## config.mk

```make
export PLATFORM = sky130hd
export DESIGN_NAME = ctx_cmd_engine
export DESIGN_NICKNAME = d
export VERILOG_FILES = /design/src/rtl/ctx_pkg.sv /design/src/rtl/ctx_decode.sv /design/src/rtl/ctx_addr_gen.sv /design/src/rtl/ctx_cmd_engine.sv
export SDC_FILE = /design/constraint.sdc
export NUM_CORES = 1
export LEC_CHECK = 0
export BUFFER_PORTS_ARGS = -buffer_cell sky130_fd_sc_hd__buf_2
export CAP_MARGIN = 15
export CORE_MARGIN = 3
export CORE_UTILIZATION = 53
export DETAILED_ROUTE_END_ITERATION = 8
export HOLD_SLACK_MARGIN = 0.1
export PLACE_DENSITY_LB_ADDON = 0.2
export REMOVE_ABC_BUFFERS = 1
export SLEW_MARGIN = 10
export SYNTH_ARGS = -nofsm -noshare
export SYNTH_HDL_FRONTEND = slang
export SYNTH_SLANG_ARGS = --single-unit
```

## constraint.sdc

```tcl
create_clock -name clk_i -period 6.1 [get_ports clk_i]
set_input_delay 1.22 -clock clk_i [delete_from_list [all_inputs] [get_ports clk_i]]
set_output_delay 1.22 -clock clk_i [all_outputs]
set_load 0.02 [all_outputs]
```

## src/rtl/ctx_pkg.sv

```systemverilog
package ctx_pkg;
  typedef enum logic [2:0] {
    OP_BAD, OP_CTX_WR, OP_CTX_RD, OP_W_WR, OP_W_RD, OP_H_WR, OP_H_RD
  } op_e;

  typedef enum logic {ST_IDLE, ST_RUN} state_e;

  localparam logic [7:0] STAT_OWN = 8'h01;
  localparam logic [7:0] STAT_ERR = 8'h10;

  function automatic op_e decode_op(input logic [7:0] cmd);
    if (cmd[2:0] == 3'b111) return OP_CTX_WR;
    if (cmd[2:0] == 3'b011) return OP_CTX_RD;
    case (cmd)
      8'h01:   return OP_W_WR;
      8'h02:   return OP_W_RD;
      8'h04:   return OP_H_WR;
      8'h08:   return OP_H_RD;
      default: return OP_BAD;
    endcase
  endfunction
endpackage

```

## src/rtl/ctx_decode.sv

```systemverilog
module ctx_decode import ctx_pkg::*; #(
  parameter int CNT_W     = 16,
  parameter int CH_W      = 5,
  parameter int CTX_WORDS = 32
) (
  input  logic [7:0]       cmd_i,
  input  logic [CNT_W-1:0] count_i,
  output op_e              op_o,
  output logic             to_mem_o,
  output logic             half_o,
  output logic             ctx_o,
  output logic [CH_W-1:0]  ch_o,
  output logic [CNT_W-1:0] beats_o
);
  always_comb begin
    op_o     = decode_op(cmd_i);
    ctx_o    = (op_o == OP_CTX_WR) || (op_o == OP_CTX_RD);
    half_o   = (op_o == OP_H_WR) || (op_o == OP_H_RD);
    to_mem_o = (op_o == OP_CTX_WR) || (op_o == OP_W_WR) || (op_o == OP_H_WR);
    ch_o     = CH_W'(cmd_i[7:3]);
    if (op_o == OP_BAD) beats_o = '0;
    else if (ctx_o)     beats_o = CNT_W'(CTX_WORDS);
    else                beats_o = count_i;
  end
endmodule

```

## src/rtl/ctx_addr_gen.sv

```systemverilog
module ctx_addr_gen #(
  parameter int              HOST_AW   = 32,
  parameter int              MEM_AW    = 14,
  parameter int              CNT_W     = 16,
  parameter int              CH_W      = 5,
  parameter logic [MEM_AW-1:0] CTX_BASE = 14'h800,
  parameter int              CTX_WORDS = 32
) (
  input  logic               ctx_i,
  input  logic               half_i,
  input  logic [CH_W-1:0]    ch_i,
  input  logic [MEM_AW-1:0]  ext_i,
  input  logic [HOST_AW-1:0] buf_i,
  input  logic [CNT_W-1:0]   idx_i,
  output logic [MEM_AW-1:0]  mem_addr_o,
  output logic               lane_o,
  output logic [HOST_AW-1:0] host_addr_o
);
  localparam int CTX_SH = $clog2(CTX_WORDS);

  logic [MEM_AW-1:0] ctx_word, lin;

  always_comb begin
    ctx_word    = CTX_BASE + (MEM_AW'(ch_i) << CTX_SH) + MEM_AW'(idx_i);
    lin         = ext_i + MEM_AW'(idx_i);
    lane_o      = half_i & lin[0];
    if (ctx_i)       mem_addr_o = ctx_word;
    else if (half_i) mem_addr_o = lin >> 1;
    else             mem_addr_o = lin;
    host_addr_o = buf_i + (HOST_AW'(idx_i) << 2);
  end
endmodule

```

## src/rtl/ctx_cmd_engine.sv

```systemverilog
module ctx_cmd_engine import ctx_pkg::*; #(
  parameter int              HOST_AW   = 32,
  parameter int              DATA_W    = 32,
  parameter int              MEM_AW    = 14,
  parameter int              CNT_W     = 16,
  parameter int              CH_W      = 5,
  parameter logic [MEM_AW-1:0] CTX_BASE = 14'h800,
  parameter int              CTX_WORDS = 32
) (
  input  logic               clk_i,
  input  logic               rst_ni,
  input  logic               start_i,
  input  logic [7:0]         cmd_i,
  input  logic [CNT_W-1:0]   count_i,
  input  logic [7:0]         status_i,
  input  logic [HOST_AW-1:0] buf_addr_i,
  input  logic [MEM_AW-1:0]  ext_addr_i,
  output logic               busy_o,
  output logic               done_o,
  output logic [7:0]         status_o,
  output logic               hreq_valid_o,
  input  logic               hreq_ready_i,
  output logic               hreq_we_o,
  output logic [HOST_AW-1:0] hreq_addr_o,
  output logic [DATA_W-1:0]  hreq_wdata_o,
  input  logic [DATA_W-1:0]  hrsp_rdata_i,
  input  logic               hreq_err_i,
  output logic               mem_we_o,
  output logic               mem_re_o,
  output logic [MEM_AW-1:0]  mem_addr_o,
  output logic [1:0]         mem_be_o,
  output logic [DATA_W-1:0]  mem_wdata_o,
  input  logic [DATA_W-1:0]  mem_rdata_i
);
  localparam int HALF_W = DATA_W / 2;

  state_e             state_q;
  logic [7:0]         cmd_q, stat_q;
  logic [CNT_W-1:0]   cnt_q, idx_q;
  logic [HOST_AW-1:0] buf_q;
  logic [MEM_AW-1:0]  ext_q;
  logic               done_q;

  logic               run, fire, last, to_mem, half, ctx, lane;
  op_e                op;
  logic [CH_W-1:0]    ch;
  logic [CNT_W-1:0]   beats;
  logic [7:0]         cmd_sel;
  logic [CNT_W-1:0]   cnt_sel;
  logic [HALF_W-1:0]  rd_half;

  assign run     = (state_q == ST_RUN);
  assign cmd_sel = run ? cmd_q : cmd_i;
  assign cnt_sel = run ? cnt_q : count_i;

  ctx_decode #(.CNT_W(CNT_W), .CH_W(CH_W), .CTX_WORDS(CTX_WORDS)) u_dec (
    .cmd_i(cmd_sel), .count_i(cnt_sel), .op_o(op), .to_mem_o(to_mem),
    .half_o(half), .ctx_o(ctx), .ch_o(ch), .beats_o(beats)
  );

  ctx_addr_gen #(
    .HOST_AW(HOST_AW), .MEM_AW(MEM_AW), .CNT_W(CNT_W), .CH_W(CH_W),
    .CTX_BASE(CTX_BASE), .CTX_WORDS(CTX_WORDS)
  ) u_agen (
    .ctx_i(ctx), .half_i(half), .ch_i(ch), .ext_i(ext_q), .buf_i(buf_q),
    .idx_i(idx_q), .mem_addr_o(mem_addr_o), .lane_o(lane),
    .host_addr_o(hreq_addr_o)
  );

  assign fire = run & hreq_ready_i;
  assign last = (idx_q == beats - CNT_W'(1));

  always_ff @(posedge clk_i or negedge rst_ni) begin
    if (!rst_ni) begin
      state_q  <= ST_IDLE;
      cmd_q    <= '0;
      cnt_q    <= '0;
      idx_q    <= '0;
      buf_q    <= '0;
      ext_q    <= '0;
      stat_q   <= '0;
      done_q   <= 1'b0;
      status_o <= '0;
    end else begin
      done_q <= 1'b0;
      if (!run) begin
        if (start_i) begin
          cmd_q  <= cmd_i;
          cnt_q  <= count_i;
          buf_q  <= buf_addr_i;
          ext_q  <= ext_addr_i;
          stat_q <= status_i;
          idx_q  <= '0;
          if (op == OP_BAD) begin
            done_q   <= 1'b1;
            status_o <= (status_i & ~STAT_OWN) | STAT_ERR;
          end else if (beats == '0) begin
            done_q   <= 1'b1;
            status_o <= status_i & ~(STAT_OWN | STAT_ERR);
          end else begin
            state_q <= ST_RUN;
          end
        end
      end else if (fire) begin
        if (hreq_err_i) begin
          state_q  <= ST_IDLE;
          done_q   <= 1'b1;
          status_o <= (stat_q & ~STAT_OWN) | STAT_ERR;
        end else if (last) begin
          state_q  <= ST_IDLE;
          done_q   <= 1'b1;
          status_o <= stat_q & ~(STAT_OWN | STAT_ERR);
        end else begin
          idx_q <= idx_q + CNT_W'(1);
        end
      end
    end
  end

  assign busy_o       = run;
  assign done_o       = done_q;
  assign hreq_valid_o = run;
  assign hreq_we_o    = ~to_mem;
  assign rd_half      = lane ? mem_rdata_i[DATA_W-1:HALF_W] : mem_rdata_i[HALF_W-1:0];
  assign hreq_wdata_o = half ? DATA_W'(rd_half) : mem_rdata_i;
  assign mem_re_o     = run & ~to_mem;
  assign mem_we_o     = fire & to_mem & ~hreq_err_i;
  assign mem_be_o     = half ? (lane ? 2'b10 : 2'b01) : 2'b11;
  assign mem_wdata_o  = half ? {2{hrsp_rdata_i[HALF_W-1:0]}} : hrsp_rdata_i;
endmodule

```

=== After elaboration in Yosys (flattened, before gate mapping) ===
Index checks and enable logic that the tools add are counted.

* Input port bits: 147
* Output and inout port bits: 126
* Logic and storage cells: 95
* Register bits after elaboration: 104

* Muxes and demuxes: 45
* Reductions and logical operators: 11
* Add/sub/neg operators: 6
* Equality and inequality tests: 16
* Bitwise logic cells: 8

{| class="wikitable"
|+ Operator list
! operator !! number
|-
| $mux W16 || 9
|-
| $mux W32 || 2
|-
| $mux W8 || 8
|-
| $add A32 B18 Y32 || 1
|-
| $add A14 B14 Y14 || 2
|-
| $mux W14 || 2
|-
| $mux W1 || 17
|-
| $add A16 B1 Y16 const B || 1
|-
| $eq A16 B16 Y1 || 1
|-
| $logic_not A16 Y1 || 1
|-
| $sub A16 B1 Y16 const B || 1
|-
| $add A12 B10 Y13 const A || 1
|-
| $mux W3 || 4
|-
| $pmux W3 S4 || 1
|-
| $eq A3 B2 Y1 const B || 3
|-
| $eq A3 B3 Y1 const B || 3
|-
| $eq A8 B1 Y1 const B || 1
|-
| $eq A8 B2 Y1 const B || 1
|-
| $eq A8 B3 Y1 const B || 1
|-
| $eq A8 B4 Y1 const B || 1
|-
| $reduce_and A4 Y1 || 2
|-
| $and A1 B1 Y1 || 5
|-
| $logic_or A1 B1 Y1 || 4
|-
| $mux W2 || 2
|-
| other kinds (9) || 12
|}

=== Depth between registers and ports, before layout ===
Gate-level depths: netlist of run 1.

* Depth after elaboration: 16
* Depth in mapped cells: 19
* Depth with buffers taken out: 15

=== Cells and area by module ===
A second synthesis of run 1 with hierarchy kept.

* Cells, all modules: 1014
* Area total of the unflattened synthesis: 8348.0 um^2

{| class="wikitable"
|+ By module, submodules not included
! module !! times used !! sequential area each (um^2) !! cells each !! area each (um^2)
|-
| ctx_cmd_engine || 1 || 2527.4 || 656 || 5708.0
|-
| ctx_addr_gen || 1 || 0.0 || 291 || 2195.9
|-
| ctx_decode || 1 || 0.0 || 67 || 444.2
|}

=== Least setup slack after synthesis of run 1 ===
OpenSTA, ideal clock, no wires.

* Kind: register to output
* From: reg state_q (netlist: busy_o)
* To: out mem_addr_o[13]
* Stages on the path, launching flop included: 16
* Setup slack: 0.733 ns
* Data required time: 4.880 ns
* Data arrival time: 4.147 ns
* Buffers on the path: 6
* Cells stage by stage: dfrtp_1 > buf_6 > buf_2 > buf_2 > buf_2 > buf_1 > clkbuf_1 > mux2_2 > ha_1 > a21oi_1 > o21ai_0 > and2_1 > o21ai_0 > a21oi_1 > o221ai_1 > a21boi_0

* Longest elaborated chain between the ends: 10
* Elaborated cells on any way between the ends: 24
* Those cells by class: add/sub (2); eq/ne (10); mux (10); reduce/logical (2)

{| class="wikitable"
|+ Ends and longest elaborated chain
! element !! line !! text
|-
| start, declared || ctx_cmd_engine.sv:37 || <nowiki>state_e state_q;</nowiki>
|-
| start signal, assigned || ctx_cmd_engine.sv:75 || <nowiki>state_q <= ST_IDLE;</nowiki>
|-
| start signal, assigned || ctx_cmd_engine.sv:101 || <nowiki>state_q <= ST_RUN;</nowiki>
|-
| start signal, assigned || ctx_cmd_engine.sv:106 || <nowiki>state_q <= ST_IDLE;</nowiki>
|-
| $mux W8 * || ctx_cmd_engine.sv:53 || <nowiki>assign cmd_sel = run ? cmd_q : cmd_i;</nowiki>
|-
| parallel branches: the longest is 8 deep, another holds $add A14 B14 Y14 || - ||
|-
| $mux W14 * || ctx_addr_gen.sv:27 || <nowiki>if (ctx_i) mem_addr_o = ctx_word;</nowiki>
|-
| end, declared || ctx_cmd_engine.sv:30 || <nowiki>output logic [MEM_AW-1:0] mem_addr_o,</nowiki>
|}

Every way passes the cells marked *. The select of a mux whose other input is x is not followed.

=== Final worst setup path of run 1 ===
* From: reg idx_q[1]
* To: out hreq_addr_o[24]

* Longest elaborated chain between the ends: 1

{| class="wikitable"
|+ Ends and longest elaborated chain
! element !! line !! text
|-
| start, declared || ctx_cmd_engine.sv:39 || <nowiki>logic [CNT_W-1:0] cnt_q, idx_q;</nowiki>
|-
| start signal, assigned || ctx_cmd_engine.sv:114 || <nowiki>idx_q <= idx_q + CNT_W'(1);</nowiki>
|-
| $add A32 B18 Y32 || ctx_addr_gen.sv:30 || <nowiki>host_addr_o = buf_i + (HOST_AW'(idx_i) << 2);</nowiki>
|-
| end, declared || ctx_cmd_engine.sv:24 || <nowiki>output logic [HOST_AW-1:0] hreq_addr_o,</nowiki>
|}

No other way between the ends.

==> results of run 1 <==
==> final cells by class <==
class	instances	area, sq um	share of cell area (%)
Clock inverter	6	47.5	0.458
Inverter	33	124	1.19
Tap cell	216	270	2.60
Sequential cell	101	2530	24.3
Multi-Input combinational cell	931	5720	55.1
Timing Repair Buffer	283	1450	14.0
Clock buffer	10	239	2.30
==> synthesized netlist by cell type (29+ instances only) <==
| cell | instances | area, sq um |
|---|---|---|
| sky130_fd_sc_hd__dfrtp_1 | 101 | 2530 |
| sky130_fd_sc_hd__nand2_1 | 327 | 1230 |
| sky130_fd_sc_hd__o21ai_0 | 31 | 155 |
| sky130_fd_sc_hd__ha_1 | 36 | 450 |
| sky130_fd_sc_hd__mux2i_1 | 34 | 340 |
| sky130_fd_sc_hd__xnor2_1 | 33 | 289 |
| sky130_fd_sc_hd__clkbuf_1 | 45 | 169 |
| sky130_fd_sc_hd__nor3_1 | 31 | 155 |
| sky130_fd_sc_hd__a21oi_1 | 42 | 210 |
| sky130_fd_sc_hd__and2_1 | 29 | 181 |
| sky130_fd_sc_hd__inv_1 | 33 | 124 |
| sky130_fd_sc_hd__nor2_1 | 58 | 218 |
==> metal layers <==
metal | global-route usage [%] | vias to the layer above | wire length (um)
li1 | - | 4399 | -
met1 | 36.9 | 4182 | 11300
met2 | 49.6 | 373 | 13100
met3 | 6.18 | 65 | 2140
met4 | 16.1 | 2 | 1480
met5 | 0 | - | 13
==> critical path: cells and delay by family, from the launching register on <==
kind / cells / cell delay (ns)
adder cells (fa/ha/maj): 1 / 0.49
AO/OA/AOI/OAI: 7 / 1.65
flip-flops: 1 / 0.62
XOR/XNOR: 1 / 0.17
buffers and inverters: 2 / 0.35
AND/OR/NAND/NOR: 2 / 0.51
==> how the worst min path moves through the flow <==
stage               from        end  slack [ns]  cells after the start
4_1_cts         buf_q[1]   buf_q[1]        0.48                      2
3_5_place_dp    buf_q[0]   buf_q[0]        0.46                      2
2_1_floorplan  cnt_q[15]  cnt_q[15]        0.45                      2
3_3_place_gp    buf_q[0]   buf_q[0]        0.46                      2
6_report       buf_q[10]  buf_q[10]        0.48                      2
5_1_grt        buf_q[15]  buf_q[15]        0.50                      2
==> kinds of logic (layout without fill, tap and decap cells) <==
group | count (synthesis) | count (layout)
simple gates | 579 | 579
compound gates | 192 | 192
buf+inv | 116 | 332
flops | 101 | 101
mux | 61 | 61
xor+xnor | 59 | 59
fa+ha+maj | 39 | 39
other cells | 1 | 1
==> power groups by stage <==
stage               sequential [mW]  combinational [mW]  clock (mW)
floorplan                      1.17                1.39           0
global placement               1.13                2.05           0
detailed placement             1.14                2.09           0
CTS                            1.13                2.10       0.590
global route                   1.17                2.31       0.614
finish                         1.13                2.10       0.579
==> flip-flops by register name, indices dropped and copies added, names as in the netlist <==
register	count
buf_q	32
busy_o	1
cmd_q	8
cnt_q	16
done_o	1
ext_q	14
idx_q	16
stat_q	6
status_o	7
==> stage by stage <==
stage,instance area (sq um),power [mW],util (%),setup WS [ns],hold slack [ns]
2_1_floorplan,8360,2.56,-,-0.850,0.445
3_3_place_gp,10100,3.18,62.8,0.716,0.459
3_5_place_dp,10100,3.22,62.8,0.643,0.463
4_1_cts,10400,3.82,64.6,0.713,0.485
5_1_grt,10400,4.09,64.7,0.294,0.504
6_report,10400,3.81,64.7,0.720,0.480
==> placed cells by master (no fill, tap or decap), types with 9 or more instances in the layout <==
cell type	instances
sky130_fd_sc_hd__nand2_1	327
sky130_fd_sc_hd__buf_2	268
sky130_fd_sc_hd__dfrtp_1	100
sky130_fd_sc_hd__nor2_1	57
sky130_fd_sc_hd__a21oi_1	42
sky130_fd_sc_hd__ha_1	36
sky130_fd_sc_hd__mux2i_1	34
sky130_fd_sc_hd__inv_1	33
sky130_fd_sc_hd__xnor2_1	33
sky130_fd_sc_hd__o21ai_0	31
sky130_fd_sc_hd__nor3_1	30
sky130_fd_sc_hd__and2_1	29
sky130_fd_sc_hd__nand3_1	26
sky130_fd_sc_hd__xor2_1	25
sky130_fd_sc_hd__mux2_2	24
sky130_fd_sc_hd__or3_1	20
sky130_fd_sc_hd__nand4_1	16
sky130_fd_sc_hd__buf_4	15
sky130_fd_sc_hd__and3_1	14
sky130_fd_sc_hd__a211oi_1	13
sky130_fd_sc_hd__nand2b_1	12
sky130_fd_sc_hd__a31oi_1	11
sky130_fd_sc_hd__o211ai_1	10
sky130_fd_sc_hd__clkbuf_16	9
==> results.rst, run 1 <==
.. list-table::
   :header-rows: 1

   * - Metric
     - Value
   * - Status
     - finished clean
   * - Multiplexer share of the synthesized area
     - 7.43%
   * - Startpoint of the most critical register-to-register path
     - busy_o
   * - Number of antenna-violating nets in the routed design
     - 0
   * - Critical Path Fanout Max
     - 9
   * - DIE AREA
     - 18100 sq um
   * - Clock Latency Late Sink
     - 0.36 ns
   * - CP required
     - 4.88 ns
   * - Stage delay of the slowest cell on the critical path
     - 0.62 ns
   * - Global placement routability congestion
     - 0.914
   * - Clock Sink Count
     - 101
   * - Number of maximum-capacitance violations
     - 0
   * - Mean instance size in the synthesized netlist
     - 7.64 sq um
   * - Post-DR vias/cell
     - 5.71
   * - Sequential power share
     - 29.7%
   * - Port-buffer cells
     - 269
   * - GR Overflow Total
     - 0
   * - Compound-gate portion of the synthesized area
     - 15.4%
   * - Count of state elements after synthesis
     - 101
   * - Worst vdd ir
     - 0.224 mV
   * - Timing endpoint of the critical path
     - hreq_addr_o[24]
   * - Count of pins over their slew limit
     - 0
   * - Wire length of the first global-routing pass
     - 43700 um
   * - Final setup violation count
     - 0
   * - Starting utilization of the core area
     - 54.6%
   * - Number of cell rows
     - 46
   * - Post_cts resized
     - 0
   * - Final Skew
     - 0.00586 ns
   * - Critical-path cell with the highest stage delay
     - sky130_fd_sc_hd__dfrtp_1
   * - Setup Total Neg Slack
     - 0 ns
   * - Proportion of register bits with asynchronous set or reset after synthesis
     - 100%
   * - Fraction of final layout cells with drive strength greater than 1
     - 25.4%
   * - Number of cells in the finished layout apart from fillers
     - 1580
   * - Worst Reg2Reg Path Length in Cells
     - 15
   * - GRT Util Overall
     - 30.0%
   * - Relative slew slack
     - 36.0%
   * - Horizontal die dimension
     - 135 um
   * - Via count of the first global-routing pass
     - 8551
   * - CTS Buf Count
     - 9
   * - Via count
     - 9021
   * - Count of hold-fix buffers inserted at cts
     - 0
   * - Count of routing violations after the opening detailed-route iteration
     - 623
   * - Largest net degree at the start of global routing
     - 76
   * - Share of the yosys chip area belonging to registers
     - 28.8%
   * - Critical setup path kind
     - register to output port
   * - Total core area
     - 16100 sq um
   * - Switching share of total power
     - 48.2%
   * - Final antenna diode count
     - 0
   * - Dpl hpwl
     - 21200 um
   * - Adder and majority cell fraction of the synthesized area
     - 5.82%
   * - Clock period minus worst slack
     - 5.38 ns
   * - CTS tree
     - yes
   * - Length of the first detailed-routing pass in iterations
     - 6
   * - Share of total power in the clock network
     - 15.2%
   * - Critical path endpoint category
     - output port
   * - Clock tree root buffer cell
     - sky130_fd_sc_hd__clkbuf_16
   * - Wirelength per Cell
     - 17.7 um
   * - Count of mapped cells out of synthesis
     - 1148
   * - Power spent charging and discharging nets
     - 1.84 mW
   * - Cell area after synthesis
     - 8770 sq um
   * - Max Fclk
     - 0.186 GHz
   * - Count of H-tree levels built during CTS
     - 3
   * - Power share of the combinational group
     - 55.1%
   * - Placed instance count
     - 1563
   * - Worst R2R Setup Slack
     - 1.12 ns
   * - Number of setup buffers added after CTS
     - 0
   * - Layout area overhead
     - 18.4%
   * - Wirelength, routed
     - 28000 um
   * - Unrepaired setup endpoints after global routing
     - no
   * - Yosys synthesis warning count
     - 0
   * - Chip Height
     - 135 um
   * - Deepest clock path buffer count
     - 2
   * - Initial antenna violation count
     - 1
   * - Worst hold path type
     - register to register
   * - Main flop type after synthesis
     - sky130_fd_sc_hd__dfrtp_1
   * - Internal
     - 1.97 mW
   * - Worst EP arrival
     - 4.16 ns
   * - Final hold violation count
     - 0
   * - Reg-to-reg endpoint
     - status_o[7]
   * - Period Utilization, post-route
     - 88.2%
   * - Number of enable flip-flop cells after synthesis
     - 0
   * - P per Cell Area
     - 367 nW/um^2
   * - List of cells traversed by the critical path
     - inv_1, fa_1, nor2b_1, o21ai_0, a21boi_0, o21ai_0, a21oi_1, a211oi_1, o311ai_0, a21oi_1, nor4b_1, xor2_1, buf_2
   * - Beginning of the critical path
     - idx_q[1]
   * - Number of nets in the layout
     - 1545
   * - Actual transition at the worst max-transition pin
     - 0.960 ns
   * - Top-Level Pins
     - 273
   * - Leakage
     - 5.20 nW
   * - Simple-gate portion of the synthesized area
     - 30.4%
   * - Count of filler cells inserted in the layout
     - 1492
   * - Combinational family with the most area after synthesis
     - simple AND/OR/NAND/NOR gates
   * - Library cells used by synthesis
     - 82
   * - Detailed-route DRC error count
     - 0
   * - Sort of element at the start of the critical path
     - register
   * - Clock slew at reported path FFs
     - 0.08 ns
   * - Parity-gate share of the synthesized area counting xor and xnor cells
     - 5.98%
No activity file was read; power rests on OpenSTA's default activity.
==> run 2, diff against run 1 <==
--- a/config.mk
+++ b/config.mk
@@ -5,10 +5,11 @@
 export SDC_FILE = /design/constraint.sdc
 export NUM_CORES = 1
 export LEC_CHECK = 0
+export ABC_AREA = 1
 export BUFFER_PORTS_ARGS = -buffer_cell sky130_fd_sc_hd__buf_2
 export CAP_MARGIN = 15
 export CORE_MARGIN = 3
-export CORE_UTILIZATION = 53
+export CORE_UTILIZATION = 52
 export DETAILED_ROUTE_END_ITERATION = 8
 export HOLD_SLACK_MARGIN = 0.1
 export PLACE_DENSITY_LB_ADDON = 0.2
==> results.rst, run 2 <==
.. list-table::
   :header-rows: 1

   * - Metric
     - Value
   * - Status
     - finished clean (unchanged)
   * - Yosys top cell by area
     - sky130_fd_sc_hd__dfrtp_1 (unchanged)
   * - Stage delay of the slowest cell on the critical path
     - 0.71 ns (was 0.62 ns)
   * - Power spent charging and discharging nets
     - 2.39 mW (was 1.84 mW)
   * - Number of setup buffers added after CTS
     - 0 (unchanged)
   * - Clock period minus worst slack
     - 5.36 ns (was 5.38 ns)
   * - Yosys synthesis warning count
     - 0 (unchanged)
   * - CTS tree
     - yes (unchanged)
   * - Met1 Usage GRT
     - 34.8% (was 36.9%)
   * - Number of nets in the layout
     - 1597 (was 1545)
   * - Main flop type after synthesis
     - sky130_fd_sc_hd__dfrtp_1 (unchanged)
   * - Setup Total Neg Slack
     - 0 ns (unchanged)
   * - DIE AREA
     - 17500 sq um (was 18100 sq um)
   * - Fraction of final layout cells with drive strength greater than 1
     - 26.0% (was 25.4%)
   * - Cell area after synthesis
     - 8310 sq um (was 8770 sq um)
   * - Critical Path Fanout Max
     - 34 (was 9)
   * - Proportion of register bits with asynchronous set or reset after synthesis
     - 100% (unchanged)
   * - Register containing the most flip-flops in the final layout
     - buf_q (unchanged)
   * - Worst Hold Path Cells
     - 2 (unchanged)
   * - Area of combinational cells with multiple inputs
     - 4910 sq um (was 5720 sq um)
   * - Cell types with the highest counts after synthesis
     - sky130_fd_sc_hd__nand2_1, sky130_fd_sc_hd__inv_1, sky130_fd_sc_hd__nor2_1 (was sky130_fd_sc_hd__nand2_1, sky130_fd_sc_hd__dfrtp_1, sky130_fd_sc_hd__nor2_1)
   * - Wirelength per Cell
     - 14.4 um (was 17.7 um)
   * - Critical setup path kind
     - input pin to output port (was register to output port)
   * - Top-Level Pins
     - 273 (unchanged)
   * - Wire length of the first global-routing pass
     - 37400 um (was 43700 um)
   * - Library cells used by synthesis
     - 45 (was 82)
   * - GR Overflow Total
     - 0 (unchanged)
   * - CTS Buf Count
     - 9 (unchanged)
   * - Global placement routability congestion
     - 0.938 (was 0.914)
   * - Number of cell rows
     - 45 (was 46)
   * - Critical Path Most Common Cell
     - sky130_fd_sc_hd__nand2_1
   * - Worst R2R Setup Slack
     - 1.56 ns (was 1.12 ns)
   * - Sort of element at the start of the critical path
     - input pin (was register)
   * - Final hold violation count
     - 0 (unchanged)
   * - Period Utilization, post-route
     - 88.0% (was 88.2%)
   * - Most numerous cell in the Yosys netlist
     - sky130_fd_sc_hd__nand2_1 (unchanged)
   * - Number of flip-flops in the largest register
     - 32 (unchanged)
   * - Met3 layer usage reported by global route
     - 5.08% (was 6.18%)
   * - Leakage
     - 5.41 nW (was 5.20 nW)
   * - Via count
     - 8347 (was 9021)
   * - Dpl hpwl
     - 17600 um (was 21200 um)
   * - Count of mapped cells out of synthesis
     - 1191 (was 1148)
   * - Deepest clock path buffer count
     - 2 (unchanged)
   * - Count of H-tree levels built during CTS
     - 3 (unchanged)
   * - Most common cell after layout, fill and taps aside
     - sky130_fd_sc_hd__nand2_1 (unchanged)
   * - Wirelength, routed
     - 23400 um (was 28000 um)
   * - Worst Reg2Reg Path Length in Cells
     - 20 (was 15)
   * - Chip Height
     - 132 um (was 135 um)
   * - Worst vdd ir
     - 0.268 mV (was 0.224 mV)
   * - Layout Cell Area excl Fill
     - 9950 sq um (was 10400 sq um)
   * - Biggest registers after layout
     - buf_q x32, cnt_q x16, idx_q x16 (unchanged)
   * - Largest cells by area after synthesis
     - sky130_fd_sc_hd__dfrtp_1, sky130_fd_sc_hd__nand2_1, sky130_fd_sc_hd__inv_1 (was sky130_fd_sc_hd__dfrtp_1, sky130_fd_sc_hd__nand2_1, sky130_fd_sc_hd__ha_1)
   * - Post_cts resized
     - 0 (unchanged)
   * - CP required
     - 4.88 ns (about the same)
   * - Port-buffer cells
     - 269 (unchanged)
   * - Count of pins over their slew limit
     - 0 (unchanged)
   * - Count of routing violations after the opening detailed-route iteration
     - 477 (was 623)
   * - Length of the first detailed-routing pass in iterations
     - 5 (was 6)
   * - Top-area cell type share of the netlist area
     - 30.4% (was 28.8%)
   * - Share of the yosys chip area belonging to registers
     - 30.4% (was 28.8%)
   * - Worst hold path type
     - register to register (unchanged)
   * - Post-DR vias/cell
     - 5.13 (was 5.71)
   * - Relative slew slack
     - 31.0% (was 36.0%)
   * - Detailed-route DRC error count
     - 0 (unchanged)
   * - Number of enable flip-flop cells after synthesis
     - 0 (unchanged)
   * - Count of hold-fix buffers inserted at cts
     - 0 (unchanged)
   * - Final antenna diode count
     - 0 (unchanged)
   * - Clock Sink Count
     - 101 (unchanged)
   * - Critical path endpoint category
     - output port (unchanged)
   * - Clock Latency Late Sink
     - 0.36 ns (about the same)
   * - Total core area
     - 15400 sq um (was 16100 sq um)
   * - Clock slew at reported path FFs
     - 0.07 ns (was 0.08 ns)
   * - Actual transition at the worst max-transition pin
     - 1.03 ns (was 0.960 ns)
   * - Count of state elements after synthesis
     - 101 (unchanged)
   * - Switching share of total power
     - 50.6% (was 48.2%)
   * - Placement Cell Area
     - 9600 sq um (was 10100 sq um)
   * - Max Fclk
     - 0.186 GHz (about the same)
   * - Final setup violation count
     - 0 (unchanged)
   * - Count of filler cells inserted in the layout
     - 1460 (was 1492)
   * - Largest net degree at the start of global routing
     - 93 (was 76)
   * - Worst EP arrival
     - 4.14 ns (was 4.16 ns)
   * - Critical-path cell with the highest stage delay
     - sky130_fd_sc_hd__nand2_1 (was sky130_fd_sc_hd__dfrtp_1)
   * - GRT Util Overall
     - 25.9% (was 30.0%)
   * - Commonest non-fill, non-tap cells in the layout
     - sky130_fd_sc_hd__nand2_1, sky130_fd_sc_hd__buf_2, sky130_fd_sc_hd__inv_1 (was sky130_fd_sc_hd__nand2_1, sky130_fd_sc_hd__buf_2, sky130_fd_sc_hd__dfrtp_1)
   * - Via count of the first global-routing pass
     - 7598 (was 8551)
   * - Worst Hold Launch
     - status_o[6] (was buf_q[10])
   * - Layer with the highest usage
     - met2 (unchanged)
   * - Sequential power share
     - 24.5% (was 29.7%)
   * - Power share of the combinational group
     - 61.6% (was 55.1%)
   * - Worst Hold End
     - status_o[6] (was buf_q[10])
   * - Layout area overhead
     - 19.7% (was 18.4%)
   * - List of cells traversed by the critical path
     - buf_2, inv_1, nand2_1, nand2_1, nand2_1, nor2_2, nand2_2, nand2_2, nand2_1, o21ai_0, buf_2 (was inv_1, fa_1, nor2b_1, o21ai_0, a21boi_0, o21ai_0, a21oi_1, a211oi_1, o311ai_0, a21oi_1, nor4b_1, xor2_1, buf_2)
   * - Reg-to-reg endpoint
     - status_o[5] (was status_o[7])
   * - Initial antenna violation count
     - 0 (was 1)
   * - Number of antenna-violating nets in the routed design
     - 0 (unchanged)
   * - Internal
     - 2.33 mW (was 1.97 mW)
   * - Final Skew
     - 0.00900 ns (was 0.00586 ns)
   * - Number of maximum-capacitance violations
     - 0 (unchanged)
   * - Clock tree root buffer cell
     - sky130_fd_sc_hd__clkbuf_16 (unchanged)
   * - Starting utilization of the core area
     - 53.9% (was 54.6%)
   * - GR Util met2
     - 43.0% (was 49.6%)
   * - Share of total power in the clock network
     - 13.8% (was 15.2%)
   * - Horizontal die dimension
     - 132 um (was 135 um)
   * - Unrepaired setup endpoints after global routing
     - no (unchanged)
   * - Seq. cell area
     - 2530 sq um (about the same)
   * - Mean instance size in the synthesized netlist
     - 6.98 sq um (was 7.64 sq um)
   * - Startpoint of the most critical register-to-register path
     - busy_o (unchanged)
   * - P per Cell Area
     - 474 nW/um^2 (was 367 nW/um^2)
## run 2: changes by cell type after synthesis, sizes merged, moves of 20 or more
cell,change
mux2i,-37
nor2,+65
inv,+101
o21ai,+64
and2,-30
nand3,+50
xor2,+20
or3,-21
xnor2,-20
## run 2: final cells by class
cell class	instances	share of cell area, %
Clock buffer	10	2.40
Tap cell	211	2.65
Sequential cell	101	25.4
Inverter	136	5.13
Clock inverter	6	1.03
Multi-Input combinational cell	888	49.4
Timing Repair Buffer	275	14.0
## run 2: per-layer routing
metal,wire length (um),vias to the layer above
met4,425,0
li1,-,4244
met1,10200,3792
met2,11100,283
met3,1700,28
met5,0,-
## run 2: worst max-delay path, delay by kind of cell
| kind | cells | cell delay, ns |
|---|---|---|
| buffers and inverters | 3 | 0.41 |
| AO/OA/AOI/OAI | 1 | 0.67 |
| AND/OR/NAND/NOR | 7 | 1.81 |
## run 2: power groups by stage
stage                     Clock, mW  Sequential, mW  Combinational (mW)
final                         0.653            1.16                2.91
after global routing          0.692            1.20                3.24
after CTS                     0.669            1.16                2.91
after detailed placement          0            1.16                2.89
after global placement            0            1.15                2.85
after floorplan                   0            1.16                2.07
## run 2: how the worst max path moves through the flow
stage              from               end  slack, ns  depth (start not counted)
2_1_floorplan    busy_o   hreq_wdata_o[0]       1.04                          9
3_3_place_gp   cmd_i[4]  hreq_wdata_o[13]       0.90                         11
3_5_place_dp   cmd_i[4]  hreq_wdata_o[13]       0.86                         11
4_1_cts        idx_q[0]   hreq_addr_o[30]       0.83                         16
5_1_grt        idx_q[0]   hreq_addr_o[30]       0.46                         16
6_report       cmd_i[4]  hreq_wdata_o[13]       0.74                         11
## run 2: cells by family after synthesis
logic type	after synthesis	share of synthesized area, %
AO/OA/AOI/OAI	170	11.7
XOR/XNOR	59	6.22
adder cells (fa/ha/maj)	39	6.14
buffers and inverters	202	10.6
flip-flops	101	30.4
multiplexers	38	5.15
other	1	0.0451
AND/OR/NAND/NOR	581	29.7
## run 2: stage by stage
stage               worst slack [ns]  utilization [%]  cells  power (mW)  hold slack (ns)
floorplan                       1.04                -   1125        3.24            0.448
detailed placement             0.862             62.3   1611        4.06            0.454
global route                   0.457             64.5   1627        5.13            0.489
global placement               0.901             62.3   1611        4.00            0.453
finish                         0.735             64.5   1627        4.72            0.468
CTS                            0.829             64.5   1627        4.73            0.472
